$ cat config.mk
export PLATFORM = sky130hd
export DESIGN_NAME = corr_tap_seq
export DESIGN_NICKNAME = d
export VERILOG_FILES = /design/src/rtl/corr_tap_seq.sv
export SDC_FILE = /design/constraint.sdc
export NUM_CORES = 1
export LEC_CHECK = 0
export BUFFER_PORTS_ARGS = -buffer_cell sky130_fd_sc_hd__buf_2
export CELL_PAD_IN_SITES_DETAIL_PLACEMENT = 1
export CELL_PAD_IN_SITES_GLOBAL_PLACEMENT = 1
export CORE_MARGIN = 2
export CORE_UTILIZATION = 35
export CTS_BUF_LIST = sky130_fd_sc_hd__clkbuf_8
export DETAILED_ROUTE_END_ITERATION = 16
export GPL_TIMING_DRIVEN = 1
export MAX_ROUTING_LAYER = met4
export PLACE_DENSITY_LB_ADDON = 0.12
export SYNTH_ARGS = -nofsm -noshare
export SYNTH_HDL_FRONTEND = slang
export SYNTH_SLANG_ARGS = --single-unit
$ cat constraint.sdc
create_clock -name clk -period 3.95 [get_ports clk]
set_input_delay 0.1975 -clock clk [delete_from_list [all_inputs] [get_ports clk]]
set_output_delay 0.1975 -clock clk [all_outputs]
set_load 0.02 [all_outputs]
$ cat src/rtl/corr_tap_seq.sv
module corr_tap_seq #(
  parameter int DW   = 4,
  parameter int NTAP = 6,
  parameter int OSF  = 2,
  parameter int NCH  = 2,
  parameter int NSEQ = 2,
  localparam int HIST = OSF * NTAP,
  localparam int AW   = (HIST > 1) ? $clog2(HIST) : 1,
  localparam int TSEC = 1 << AW,
  localparam int CW   = (NTAP > 1) ? $clog2(NTAP) : 1,
  localparam int CSEC = 1 << CW,
  localparam int CHW  = (NCH > 1) ? $clog2(NCH) : 1,
  localparam int SW   = (NSEQ > 1) ? $clog2(NSEQ) : 1
) (
  input  logic           clk,
  input  logic           rst_n,
  input  logic           smp_vld,
  input  logic [CHW-1:0] smp_ch,
  input  logic [DW-1:0]  smp_data,
  output logic           smp_rdy,
  input  logic           cf_vld,
  input  logic [SW-1:0]  cf_seq,
  input  logic [CW-1:0]  cf_idx,
  input  logic           cf_bit,
  input  logic           req_vld,
  input  logic [CHW-1:0] req_ch,
  input  logic [SW-1:0]  req_seq,
  output logic           req_rdy,
  output logic           rd_vld,
  output logic           rd_start,
  output logic           rd_last,
  output logic [DW-1:0]  rd_tap,
  output logic           rd_coef
);

  logic [DW-1:0]   tmem [NCH*TSEC];
  logic [AW-1:0]   wp   [NCH];
  logic [CSEC-1:0] cmem [NSEQ];
  logic            busy;
  logic [CW-1:0]   beat;
  logic [CHW-1:0]  cur_ch;
  logic [SW-1:0]   cur_seq;

  logic [CW-1:0] pos;
  logic          pad;
  logic [AW-1:0] back, off;
  logic          smp_go;

  assign pos  = CW'(CSEC - 1) - beat;
  assign pad  = 32'(pos) >= 32'(NTAP);
  assign back = AW'(32'd1 + 32'(pos) * 32'(OSF));
  assign off  = wp[cur_ch] - back;

  assign rd_vld   = busy;
  assign rd_start = busy && (beat == '0);
  assign rd_last  = busy && (beat == CW'(CSEC - 1));
  assign rd_tap   = (busy && !pad) ? tmem[{cur_ch, off}] : '0;
  assign rd_coef  = busy && cmem[cur_seq][pos];
  assign req_rdy  = !busy;
  assign smp_rdy  = !(busy && (smp_ch == cur_ch));
  assign smp_go   = smp_vld && smp_rdy;

  always_ff @(posedge clk) begin
    if (!rst_n) begin
      busy    <= 1'b0;
      beat    <= '0;
      cur_ch  <= '0;
      cur_seq <= '0;
      for (int i = 0; i < NCH*TSEC; i++) tmem[i] <= '0;
      for (int i = 0; i < NCH; i++)      wp[i]   <= '0;
      for (int i = 0; i < NSEQ; i++)     cmem[i] <= '0;
    end else begin
      if (smp_go) begin
        tmem[{smp_ch, wp[smp_ch]}] <= smp_data;
        wp[smp_ch] <= wp[smp_ch] + 1'b1;
      end
      if (cf_vld && (32'(cf_idx) < 32'(NTAP)))
        cmem[cf_seq][cf_idx] <= cf_bit;
      if (busy) begin
        beat <= beat + 1'b1;
        if (rd_last) busy <= 1'b0;
      end else if (req_vld) begin
        busy    <= 1'b1;
        beat    <= '0;
        cur_ch  <= req_ch;
        cur_seq <= req_seq;
      end
    end
  end

  p_start_after_accept_r2: assert property (@(posedge clk) disable iff (!rst_n)
    (req_vld && req_rdy) |=> (rd_vld && rd_start));

  p_stream_ends_r2: assert property (@(posedge clk) disable iff (!rst_n)
    (rd_vld && rd_last) |=> !rd_vld);

  p_marks_distinct_r2: assert property (@(posedge clk) disable iff (!rst_n)
    rd_vld |-> !(rd_start && rd_last));

  p_busy_blocks_req_r3: assert property (@(posedge clk) disable iff (!rst_n)
    rd_vld |-> !req_rdy);

  p_pad_coef_zero_r7: assert property (@(posedge clk) disable iff (!rst_n)
    (busy && pad) |-> !rd_coef);

  p_channel_held_r10: assert property (@(posedge clk) disable iff (!rst_n)
    (rd_vld && !rd_last) |=> $stable(wp[cur_ch]));

endmodule

; After elaboration in Yosys (flattened, before gate mapping)
; Memories as Yosys holds them, arrays and structs flattened. A register that Yosys moved wholly into a read port is not among the register bits.
; Cells that the tools add are included.
[totals]
regBits = 6
mem_bits_rw = 152
in_bits = 17
out_inout_bits = 10
mem_count = 3
[op_classes]
n_addsub = 5
magnitude_cmp = 5
n_eq_ne = 2
mux = 30
bitwise = 1
n_reduce_logical = 17
[memory_table]
columns = memory, words, word_bits, rd, rd_ports_with_merged_regs, write_ports, line_no
row1 = tmem, 32, 4, 1, 0, 32, 36  ; logic [DW-1:0] tmem [NCH*TSEC];
row2 = cmem, 2, 8, 1, 1, 2, 38  ; logic [CSEC-1:0] cmem [NSEQ];
row3 = wp, 2, 4, 2, 1, 2, 37  ; logic [AW-1:0] wp [NCH];
[op_table]
columns = op, count
row1 = 8-bit two-way mux, 3
row2 = 1-bit two-way mux, 19
row3 = 4-bit two-way mux, 3
row4 = 1-bit logical AND, 8
row5 = 3-bit by 4-bit less-than comparator with 1-bit output (second input constant), 2
row6 = 4-bit OR reduction, 2
row7 = 8-bit OR reduction, 1
row8 = 3-bit two-way mux, 2
row9 = 5-bit two-way mux, 1
row10 = 1-bit by 4-bit adder with 4-bit output (first input constant), 1
row11 = 4-bit by 1-bit adder with 4-bit output (second input constant), 1
row12 = 4-bit subtractor, 1
row13 = 3-bit by 1-bit adder with 3-bit output (second input constant), 1
row14 = 1-bit binary-select mux with 3-bit select, 1
row15 = 1-bit demux with 3-bit select, 1
row16 = 3-bit equality test (second input constant), 1
row17 = 3-bit by 1-bit greater-or-equal comparator with 1-bit output (second input constant), 1
row18 = 3-bit greater-or-equal comparator (second input constant), 1
row19 = 1-bit zero test, 3
row20 = 3-bit zero test, 1
row21 = 3-bit less-than comparator (second input constant), 1
row22 = 3-bit subtractor (first input constant), 1
row23 = 2-bit AND reduction, 1
row24 = 2-bit nonzero test, 1
row25 = 2 further kinds, 2

; Longest topological paths before layout
[depth]
depth_word = 9
ltp_mapped = 11
ltp_nobuf = 9

; Worst setup path after synthesis
; OpenSTA, ideal clock, no wires.
[synth_path]
path_kind = reg-to-output
from = register (tool-made name)
to = output rd_tap[0]
arrival_ns = 3.285
required_ns = 3.753
slack_ns = 0.467
stages_incl_launch_ff = 11
path_cell_list = dfxtp_1 mux2i_4 inv_2 buf_6 fa_1 xor2_2 buf_6 mux2i_1 a221o_1 mux4_2 nor2_1
[synth_lines]
columns = item, line_no
row1 = end: declaration, 32  ; output logic [DW-1:0] rd_tap,

==> summary by stage <==
Min path
The min-delay analysis places its worst path in the category in -> reg.

Critical path
Of all nets on the critical path, the largest fanout is 23. STA classifies the critical path endpoint as an output pin. The worst setup path is launched from a register. The required time at the endpoint of the critical path is 3.75 ns. The worst endpoint data arrival time is 3.54 ns. The path type of the worst setup path is reg -> out.

STA
The clock arrives with about 0.011 ns of skew. The period utilization is 0.947. The max-slew violation total from the final report was 0.

The transition at the pin with the smallest max-transition slack is 1.16 ns. The clock period minus final worst setup slack is 3.74 ns. Setup violations remaining at the end of the flow were counted as 0. Headroom to the max-slew limit came out at 0.227. Setup repair after global routing left no endpoint under its margin. For the final routed database, the setup TNS stands at 0 ns. The final hold violation count is 0.

Timing would allow up to 267 MHz. The worst hold margin is between 0.03 and 0.04 ns.

Placement
The placer congestion estimate is 0.757. Detailed placement finished with a half-perimeter wire length of about 13000 um. Input and output buffers added on the ports amount to 26. Counting tap cells, the placed design contains a total of 898 instances.

Synth
The share of synthesized area in the top cell type comes to 0.571. The share of the Yosys chip area taken by registers is 0.591. The netlist uses 37 different library cells.

The post-synthesis share of cell area spent on full adders, half adders and majority gates is 0.0166. The area fraction in compound gates after synthesis is 0.0196. The number of register bits inferred by synthesis is 160. The mean area per synthesized cell is 12.7 um^2. The XOR/XNOR share of the synthesized area is 0.00861.

Of all cell types, the one taking the most synthesized area is edfxtp_1. In the post-synthesis netlist, the biggest area contributors are edfxtp_1 (57%), and3_1 (10%), mux4_2 (8.5%), mux2i_1 (5.0%), nand2_1 (3.6%). Of the total synthesized cell area, the portion taken by AND, OR, NAND and NOR gates is 0.175. The multiplexer share of the synthesized area is 0.149. The synthesized instance count is 628.

The post-synth design cell area is 7990 um^2. The total number of yosys warnings is 0. The combinational family with the most area after synthesis is simple AND/OR/NAND/NOR gates.

Cells and area
In the final layout, the share of cells above drive strength 1 is 0.182. Once layout is complete, the utilization of the core stands at 0.392. The total inserted antenna cells is 0. In the layout the commonest cells are edfxtp_1 (152), and3_1 (130), nand2_1 (77). The final net count is 661. The area overhead of the layout relative to synthesis is 10.3%.

The library cell used most frequently in the layout, excluding fill and tap cells, is edfxtp_1. The filler-free cell count of the finished design is 932.

Floorplanning
The floorplan step defined a core boundary enclosing approximately 23000 um^2. The effective utilization at floorplan is 0.355. The top-level port count is 27. The die area is 24000 um^2. The vertical die dimension is between 150 and 200 um.

The floorplan step set the die width to 155 um. Row generation in the floorplan step produced 55 rows.

Drt
The via count is roughly 4900. After detailed routing, the met2 layer carries 10300 um of wire. The count of TritonRoute iterations in the first routing pass is 4. The post-detailed-route DRC marker count is 0. The wire length on met1 is between 9000 and 10000 um.

The number of design-rule violations left by the first detailed-router iteration is between 200 and 300. The length of routed met3 wiring is 395 um. The final wirelength is 20200 um. The detail route stage leaves a number of antenna-violating nets equal to 0. In the final routed layout, each cell accounts on average for 21.7 um. Signal routing reaches up to met4. The routed via count divided by cell count is roughly 5.3.

Global route
Across every metal layer, demand over resource in global routing totals 0.181. The number of antenna violations at the first check in global routing is 0. The pin count of the biggest net entering global routing is 53. The first global-routing pass estimated 31300 um of wire. The number of global-route vias before repair is 5259. Summed over all layers, the global routing overflow is 0.

Power and ir drop
The standby leakage power is 0.00373 uW. VDD sags by at most approximately 170 uV. The total power divided by cell area is 428 nW/um^2.

Clock network
The CTS H-tree depth is 4. TritonCTS built the clock tree. The TritonCTS sink count is 160. In this run the clock root is driven by a clkbuf_8.

Clock-pin slew was measured on the worst setup and hold paths at 0.08 ns. At the later pin of the worst-skew pair, clock insertion delay measures 0.45 ns. The maximum buffer depth of the clock tree is 2. The setup fix buffers added after clock tree synthesis is 0. The CTS buffer count is 17.

Run
Across the run, the number of max-cap violations was 0.

Status
The run finished with clean final reports.
-- worst max-delay path, cell delays in order, from the launching register on --
cell and delay [ns]:
dfxtp_1 0.47, mux2_2 0.40, fa_2 0.39, xor2_4 0.24
buf_12 0.23, mux2_2 0.20, o22ai_1 0.08, a221o_1 0.27
mux4_2 0.45, nor2_1 0.15, buf_2 0.20
-- metal layers --
layer	vias to the layer above	track usage
li1	2322	-
met1	2531	0.222
met2	71	0.308
met3	21	0.0265
met4	0	0.0617
met5	-	-
-- cells by family after synthesis --
kind of cell / Yosys count
other cells: 1
mux: 79
buf+inv: 75
fa+ha+maj: 10
xor+xnor: 7
compound gates: 26
flops: 160
simple gates: 270
-- sequential cells by signal (all words and copies together) (netlist names), named ones only --
signal,cells
cmem,16
beat,3
cur_ch,1
tmem,128
cur_seq,1
rd_vld,1
wp,8
-- layout make-up --
class | count | area, um^2
Inverter | 14 | 52.6
Multi-Input combinational cell | 396 | 2970
Clock buffer | 17 | 234
Clock inverter | 15 | 160
Sequential cell | 160 | 4720
Tap cell | 285 | 357
Timing Repair Buffer | 45 | 313
Fill cell | 2365 | 13700
-- final timing paths --
path         startpoint          end  slack, ns  cells past startpoint
max            register    rd_tap[1]       0.21                     10
min              req_ch     register       0.04                      3
max reg2reg      cur_ch  tmem[11][3]       1.23                      6
min reg2reg     cur_seq     register       0.52                      2
-- metrics by stage --
step / instance area [um^2] / worst slack (ns) / power [uW]
final: 8810 / 0.211 / 3770
after global routing: 8810 / 0.0279 / 3920
after CTS: 8810 / 0.0354 / 3810
after detailed placement: 8380 / 0.498 / 2570
after global placement: 8380 / 0.631 / 2550
after floorplan: 8000 / 0.467 / 2390
-- synthesized netlist by cell type --
library cell and n:
fa_1 1, inv_2 2, o22ai_1 3, nand3b_1 1, mux2_2 8, and2_1 6
edfxtp_1 152, buf_4 3, mux2i_4 1, mux4_2 30, and3b_1 1, nor2b_1 1
nand2b_1 5, a21oi_1 4, buf_6 3, mux2i_1 40, o21ai_1 2, o21a_1 1
o31ai_1 1, dfxtp_1 8, nor2_1 38, xor2_1 1, a221o_1 3, nor3b_1 3
inv_1 12, xor2_2 1, ha_1 9, nor3_1 5, nand3_1 3, a211oi_1 1
o21ai_0 11, nand2_1 77, xnor2_1 5, conb_1 1, and3_1 130, clkbuf_1 53
buf_1 2
-- power breakdown --
group          internal (uW)  switching (uW)
Sequential              1920            40.2
Clock                    569             656
Combinational            257             327
Total                   2750            1020
-- timing repair --
item	in CTS	in global routing
endpoints found under the setup margin	2	4
hold buffers	1	0
gates cloned	1	0
gates resized for setup	0	1
hold endpoints to repair	2	0
(Power assumes the default switching activity.)
